[src/rtl/cap_pkg.sv]
package cap_pkg;
   // bit positions inside each channel's control nibble
   localparam int CTL_MODE = 0;
   localparam int CTL_RISE = 1;
   localparam int CTL_FALL = 2;
   localparam int CTL_IE   = 3;
   localparam int CTL_BITS = 4;

   // register word offsets
   localparam int OFS_CTRL  = 0;
   localparam int OFS_PRESC = 1;
   localparam int OFS_FLAG  = 2;
   localparam int OFS_LATCH = 4;

   typedef struct packed {
      logic irq_en;
      logic fall_en;
      logic rise_en;
      logic cap_mode;
   } chan_cfg_t;
endpackage

[src/rtl/cap_timebase.sv]
module cap_timebase #(
   parameter int CNT_W = 16,
   parameter int PRE_W = 8
) (
   input  logic             clk,
   input  logic             rst_n,
   input  logic [PRE_W-1:0] presc,
   output logic [CNT_W-1:0] count
);
   logic [PRE_W-1:0] div_q;
   logic             tick;

   assign tick = (div_q >= presc);

   always_ff @(posedge clk or negedge rst_n) begin
      if (!rst_n) begin
         div_q <= '0;
         count <= '1;
      end else begin
         div_q <= tick ? '0 : div_q + 1'b1;
         if (tick) count <= count - 1'b1;
      end
   end

   p_count_step_r3: assert property (@(posedge clk) disable iff (!rst_n)
      tick |=> count == CNT_W'($past(count) - 1'b1));
   p_count_idle_r3: assert property (@(posedge clk) disable iff (!rst_n)
      !tick |=> $stable(count));
endmodule

[src/rtl/cap_edge_sync.sv]
module cap_edge_sync #(
   parameter int SYNC_STAGES = 2
) (
   input  logic clk,
   input  logic rst_n,
   input  logic pin,
   output logic rise,
   output logic fall
);
   if (SYNC_STAGES < 2) begin : g_bad_sync
      $error("SYNC_STAGES must be at least 2");
   end

   logic [SYNC_STAGES-1:0] sh_q;
   logic                   prev_q;

   always_ff @(posedge clk or negedge rst_n) begin
      if (!rst_n) begin
         sh_q   <= '0;
         prev_q <= 1'b0;
      end else begin
         sh_q   <= {sh_q[SYNC_STAGES-2:0], pin};
         prev_q <= sh_q[SYNC_STAGES-1];
      end
   end

   assign rise = sh_q[SYNC_STAGES-1] & ~prev_q;
   assign fall = ~sh_q[SYNC_STAGES-1] & prev_q;
endmodule

[src/rtl/cap_channel.sv]
module cap_channel
   import cap_pkg::*;
#(
   parameter int CNT_W = 16
) (
   input  logic             clk,
   input  logic             rst_n,
   input  chan_cfg_t        cfg,
   input  logic             rise_ev,
   input  logic             fall_ev,
   input  logic [CNT_W-1:0] count,
   input  logic             clr_req,
   output logic [CNT_W-1:0] rise_q,
   output logic [CNT_W-1:0] fall_q,
   output logic             flag
);
   logic rise_cap, fall_cap, cap_any;

   assign rise_cap = cfg.cap_mode & cfg.rise_en & rise_ev;
   assign fall_cap = cfg.cap_mode & cfg.fall_en & fall_ev;
   assign cap_any  = rise_cap | fall_cap;

   always_ff @(posedge clk or negedge rst_n) begin
      if (!rst_n) begin
         rise_q <= '0;
         fall_q <= '0;
         flag   <= 1'b0;
      end else begin
         if (rise_cap) rise_q <= count;
         if (fall_cap) fall_q <= count;
         // a new capture outranks a clear on the same edge
         flag <= cap_any | (flag & ~clr_req);
      end
   end

   p_rise_latch_r4: assert property (@(posedge clk) disable iff (!rst_n)
      rise_cap |=> rise_q == $past(count));
   p_fall_latch_r4: assert property (@(posedge clk) disable iff (!rst_n)
      fall_cap |=> fall_q == $past(count));
   p_rise_keep_r5: assert property (@(posedge clk) disable iff (!rst_n)
      !rise_cap |=> $stable(rise_q));
   p_fall_keep_r5: assert property (@(posedge clk) disable iff (!rst_n)
      !fall_cap |=> $stable(fall_q));
   p_flag_set_r6: assert property (@(posedge clk) disable iff (!rst_n)
      cap_any |=> flag);
   p_flag_clear_r7: assert property (@(posedge clk) disable iff (!rst_n)
      (clr_req && !cap_any) |=> !flag);
   p_flag_hold_r7: assert property (@(posedge clk) disable iff (!rst_n)
      (!clr_req && !cap_any) |=> $stable(flag));
endmodule

[src/rtl/cap_latch_unit.sv]
module cap_latch_unit
   import cap_pkg::*;
#(
   parameter int NCH         = 4,
   parameter int CNT_W       = 16,
   parameter int PRE_W       = 8,
   parameter int REG_W       = 32,
   parameter int ADDR_W      = 4,
   parameter int SYNC_STAGES = 2
) (
   input  logic              clk,
   input  logic              rst_n,
   input  logic [ADDR_W-1:0] reg_addr,
   input  logic              reg_wr,
   input  logic [REG_W-1:0]  reg_wdata,
   output logic [REG_W-1:0]  reg_rdata,
   input  logic [NCH-1:0]    pwm_in,
   input  logic [NCH-1:0]    pad_in,
   output logic [NCH-1:0]    pad_out,
   output logic [NCH-1:0]    pad_oe,
   output logic              irq
);
   localparam int CTL_W    = NCH * CTL_BITS;
   localparam int REG_WORDS = OFS_LATCH + 2 * NCH;

   if (NCH < 1 || NCH > 8) begin : g_bad_nch
      $error("NCH must be within 1..8");
   end
   if (CNT_W < 2) begin : g_bad_cnt
      $error("CNT_W must be at least 2");
   end
   if (REG_W < CTL_W || REG_W < CNT_W || REG_W < PRE_W) begin : g_bad_regw
      $error("REG_W too narrow for a register field");
   end
   if ((1 << ADDR_W) < REG_WORDS) begin : g_bad_addr
      $error("ADDR_W too small for the register map");
   end

   logic [CTL_W-1:0] ctrl_q;
   logic [PRE_W-1:0] presc_q;
   logic [CNT_W-1:0] count;
   logic [NCH-1:0]   clr_vec, flag_vec, ie_vec;
   logic [CNT_W-1:0] rise_lat [NCH];
   logic [CNT_W-1:0] fall_lat [NCH];
   logic             wr_ctrl, wr_presc, wr_flag;

   assign wr_ctrl  = reg_wr && (reg_addr == ADDR_W'(OFS_CTRL));
   assign wr_presc = reg_wr && (reg_addr == ADDR_W'(OFS_PRESC));
   assign wr_flag  = reg_wr && (reg_addr == ADDR_W'(OFS_FLAG));
   assign clr_vec  = wr_flag ? reg_wdata[NCH-1:0] : '0;

   always_ff @(posedge clk or negedge rst_n) begin
      if (!rst_n) begin
         ctrl_q  <= '0;
         presc_q <= '0;
      end else begin
         if (wr_ctrl)  ctrl_q  <= reg_wdata[CTL_W-1:0];
         if (wr_presc) presc_q <= reg_wdata[PRE_W-1:0];
      end
   end

   cap_timebase #(.CNT_W(CNT_W), .PRE_W(PRE_W)) u_tb (
      .clk   (clk),
      .rst_n (rst_n),
      .presc (presc_q),
      .count (count)
   );

   for (genvar c = 0; c < NCH; c++) begin : g_ch
      chan_cfg_t cfg;
      logic      rise_ev, fall_ev;

      assign cfg       = chan_cfg_t'(ctrl_q[c*CTL_BITS +: CTL_BITS]);
      assign ie_vec[c] = cfg.irq_en;
      assign pad_oe[c] = ~cfg.cap_mode;
      assign pad_out[c] = cfg.cap_mode ? 1'b0 : pwm_in[c];

      cap_edge_sync #(.SYNC_STAGES(SYNC_STAGES)) u_sync (
         .clk   (clk),
         .rst_n (rst_n),
         .pin   (pad_in[c]),
         .rise  (rise_ev),
         .fall  (fall_ev)
      );

      cap_channel #(.CNT_W(CNT_W)) u_chan (
         .clk     (clk),
         .rst_n   (rst_n),
         .cfg     (cfg),
         .rise_ev (rise_ev),
         .fall_ev (fall_ev),
         .count   (count),
         .clr_req (clr_vec[c]),
         .rise_q  (rise_lat[c]),
         .fall_q  (fall_lat[c]),
         .flag    (flag_vec[c])
      );
   end

   assign irq = |(flag_vec & ie_vec);

   always_comb begin
      reg_rdata = '0;
      if (reg_addr == ADDR_W'(OFS_CTRL))  reg_rdata[CTL_W-1:0] = ctrl_q;
      if (reg_addr == ADDR_W'(OFS_PRESC)) reg_rdata[PRE_W-1:0] = presc_q;
      if (reg_addr == ADDR_W'(OFS_FLAG))  reg_rdata[NCH-1:0]   = flag_vec;
      for (int c = 0; c < NCH; c++) begin
         if (reg_addr == ADDR_W'(OFS_LATCH + 2*c))     reg_rdata[CNT_W-1:0] = rise_lat[c];
         if (reg_addr == ADDR_W'(OFS_LATCH + 2*c + 1)) reg_rdata[CNT_W-1:0] = fall_lat[c];
      end
   end

   p_irq_needs_flag_r9: assert property (@(posedge clk) disable iff (!rst_n)
      irq |-> (flag_vec != '0));
   p_flag_clear_only_w1_r7: assert property (@(posedge clk) disable iff (!rst_n)
      (wr_flag && reg_wdata[NCH-1:0] == '0) |=> (flag_vec & $past(flag_vec)) == $past(flag_vec));
endmodule

[config.mk]
export PLATFORM = sky130hd
export DESIGN_NAME = cap_latch_unit
export DESIGN_NICKNAME = d
export VERILOG_FILES = /design/src/rtl/cap_pkg.sv /design/src/rtl/cap_timebase.sv /design/src/rtl/cap_edge_sync.sv /design/src/rtl/cap_channel.sv /design/src/rtl/cap_latch_unit.sv
export SDC_FILE = /design/constraint.sdc
export NUM_CORES = 1
export LEC_CHECK = 0
export ABC_AREA = 1
export BUFFER_PORTS_ARGS = -buffer_cell sky130_fd_sc_hd__buf_2
export CELL_PAD_IN_SITES_DETAIL_PLACEMENT = 0
export CELL_PAD_IN_SITES_GLOBAL_PLACEMENT = 1
export CORE_MARGIN = 4
export CORE_UTILIZATION = 25
export CTS_CLUSTER_SIZE = 14
export DETAILED_ROUTE_END_ITERATION = 16
export MAX_ROUTING_LAYER = met4
export PLACE_DENSITY = 0.55
export SYNTH_ARGS = -nofsm -noshare
export SYNTH_HDL_FRONTEND = slang
export SYNTH_HIERARCHICAL = 1
export SYNTH_SLANG_ARGS = --single-unit
[constraint.sdc]
create_clock -name clk -period 1.7 [get_ports clk]
set_clock_uncertainty 0.15 [all_clocks]
set_input_delay 0.085 -clock clk [delete_from_list [all_inputs] [get_ports clk]]
set_output_delay 0.085 -clock clk [all_outputs]
set_load 0.02 [all_outputs]
==> results.yml <==
sta:
  final_max_slew_viol_count: 0
  rsz0062_at_grt: "true"
  max_freq_mhz: 496.8
  min_period_ps: 2013
  setup_viol: 35
  worst_pin_slew_ps: 1030
  finalHoldViolations: 0
  tns_ps: -4838
  setup_ws_ps: -313.1
  max-slew-margin-rel_pct: 31.24
  fin_crit_sh_pct: 118.4
clocking:
  cts_tree: "built"
  numCtsBuffers: 17
  path_clk_slew_ps: 70
  insertion_delay_ps: 450
  cts.sink_count: 192
  clk_path_buf_depth: 2
  htreeDepth: 4
  cts_root_buf: "clkbuf_16"
placed_design:
  place_congestion: 0.7752
  numPortBuffers: 55
  hpwlAfterDp_um: 24140
power_and_ir_drop:
  power_density_nw_per_um2: 1399
  finalPower_uw: 18190
  p_leak_uw: 0.006548
  ir_drop_mv: 0.7544
floorplan:
  coreArea_um2: 39820
  initial_core_util_pct: 25.33
  rows: 73
  die_h_um: 208.9
  ios: 88
  fp.dieW_um: 208.9
  dieArea_um2: 43630
route:
  wl_met3_um: 773
  routed_wl_um: 34960
  first_pass_iters: 5
  wl_met2_um: 17430
  drt-met1-wl_um: 16340
  routed.top_layer: "met4"
  vias: 8922
  wl_per_cell_um: 18.02
  drc: 0
  routed_via_density: 4.599
  ant_nets: 0
  drtIter0Drc: 605
yosys:
  async_reset_ff_share_pct: 100.0
  synth_commonest_cells: "493 x nand2_1, 176 x dfrtp_1, 169 x nand4_1"
  synth_warnings: 6
  ys_seq_elements: 192
  synth_ff_type: "dfrtp_1"
  yosysMostFrequentCell: "nand2_1"
  synth_cells: 1256
  syn_area_um2: 10090
  avgSynthCellArea_um2: 8.032
  synth.area.top_cells: "dfrtp_1 44%, nand2_1 18%, nand4_1 10%, buf_4 4.4%, dfstp_2 4.2%"
  synth_top_area_share_pct: 43.66
  seq_area_frac_synth_pct: 47.82
  synth_area_leader_cell: "dfrtp_1"
  yosys.cell_types.count: 32
  synth-edff-count: 0
setup_path:
  worstRegToRegCells: 8
  cp-start-kind: "flip-flop"
  rrSetupSlack_ps: -130
  crit_type: "flip-flop to output pin"
  crit_fanout: 2
  critPathLaunch: "presc_q[7]"
  worstSetupEndpointType: "output pin"
  r2r-start: "presc_q[7]"
  cp_slowest_cell: "dfrtp_1"
  crit_chain: "buf_6, nand2_2, nand2_2, nor2_4, nand4_1, nor2_1, nand4_1, buf_4"
  cp.arrival_ps: 1780
  critPathMaxStageDelay_ps: 410
  worstPathRequired_ps: 1460
run_status:
  violations: "negative setup slack"
  outcome: "complete, but fails checks"
final_layout:
  drive_above_1_share_pct: 24.88
  utilization_pct: 32.65
  regArea_um2: 4825
  n_antenna_cell: 0
  multi_input_area_um2: 4796
  nets: 1459
  fillCellCount: 4288
  syn2layout_area_growth_pct: 28.87
global_routing:
  grt_util_all_layers_pct: 16.41
  grt_pass1_wl_um: 54440
  grt-ovfl-total: 0
  grt_pass1_vias: 8788
  grt_max_degree: 44
  antenna_found_initial: 0
worst_hold_path:
  min_path_type: "input port to flip-flop"
  hp-start: "reg_wr"
  hold_depth: 3
flow_run:
  cap_violations: 0
metrics by stage:
stage / instance area [um2] / cells / hold slack (ps) / setup slack, ps
floorplan: 10140 / 1271 / -360.6 / 57.60
global placement: 11290 / 1859 / -89.82 / -113.2
detailed placement: 11290 / 1859 / -87.93 / -125.0
CTS: 12670 / 1931 / 9.221 / -376.8
global route: 13000 / 1940 / 49.58 / -429.5
finish: 13000 / 1940 / 33.64 / -313.1
critical path: cells and delay by family (launching register included):
| family | cells | cell delay [ps] |
|---|---|---|
| buffers and inverters | 2 | 320 |
| DFF | 1 | 410 |
| and+or+nand+nor | 6 | 610 |
cell usage in the layout (no fill, tap or decap), types with 9 or more instances in the layout:
cell           synthesis  final
conb_1                 1     16
nand3_4                9     15
nor2_4                 5     14
buf_12                 0     14
dfstp_2               16     16
xor2_1                10     10
nand2_1              493    465
nor2_1                94     73
nand3_1               28     17
nand4_1              169    169
buf_6                 10     24
inv_1                 83     73
dlygate4sd3_1          0     21
nand2_2                8     28
inv_2                  6     11
buf_2                 18     36
nand3b_1               9      9
clkbuf_16              0     18
nor2_2                 4     16
buf_4                 59     96
dfrtp_1              176    176
layout make-up:
cell class / count / share of cell area [%]
timing repair buffer: 197 / 13.69
clock inverter: 12 / 1.126
clock buffer: 20 / 3.436
multi-input combinational: 904 / 36.89
tap: 525 / 5.052
sequential: 192 / 37.11
inverter: 90 / 2.695
final timing paths:
path | to
max | reg_rdata[7]
min | presc_q[5]
max reg2reg | u_tb/count[15]
min reg2reg | g_ch[1].u_sync/sh_q[1]
max in group asynchronous | ctrl_q[1]
min in group asynchronous | g_ch[2].u_chan/fall_q[13]
layer usage:
layer | GRT usage [%] | up-vias
met2 | 26.72 | 126
met5 | - | -
met3 | 1.817 | 26
met1 | 22.34 | 4407
met4 | 3.420 | 0
li1 | - | 4363
report_power, final:
group	switching [uW]	internal, uW
sequential	1020	6260
clock	1940	2240
combinational	4100	2620
registers in the layout, summed over array words and instances (netlist names):
signal / count
g_ch.u_chan/fall_q: 64
g_ch.u_chan/rise_q: 64
ctrl_q: 16
u_tb/count: 16
g_ch.u_sync/sh_q: 8
presc_q: 8
u_tb/div_q: 8
g_ch.u_chan/flag: 4
g_ch.u_sync/prev_q: 4
logic make-up (layout without fill, tap and decap cells):
kind of cell | Yosys count | after routing | share of synthesized area (%)
xor gates and xnor gates | 13 | 13 | 1.129
other | 1 | 16 | 0.03717
adders and majority gates | 10 | 10 | 1.240
AOI/OAI and AO/OA | 30 | 30 | 1.563
buffers and inverters | 178 | 319 | 9.785
and+or+nand+nor | 827 | 830 | 37.86
muxes | 5 | 5 | 0.5581
DFF | 192 | 192 | 47.82
what timing repair did:
item / 4_1_cts / 5_1_grt
endpoints found under the hold margin: 206 / 0
cloned: 3 / 2
resized for setup: 107 / 67
pin swaps: 54 / 66
endpoints found under the setup margin: 43 / 98
hold buffers: 23 / 0
setup buffers: 14 / 10
No activity file was read; power rests on OpenSTA's default activity.
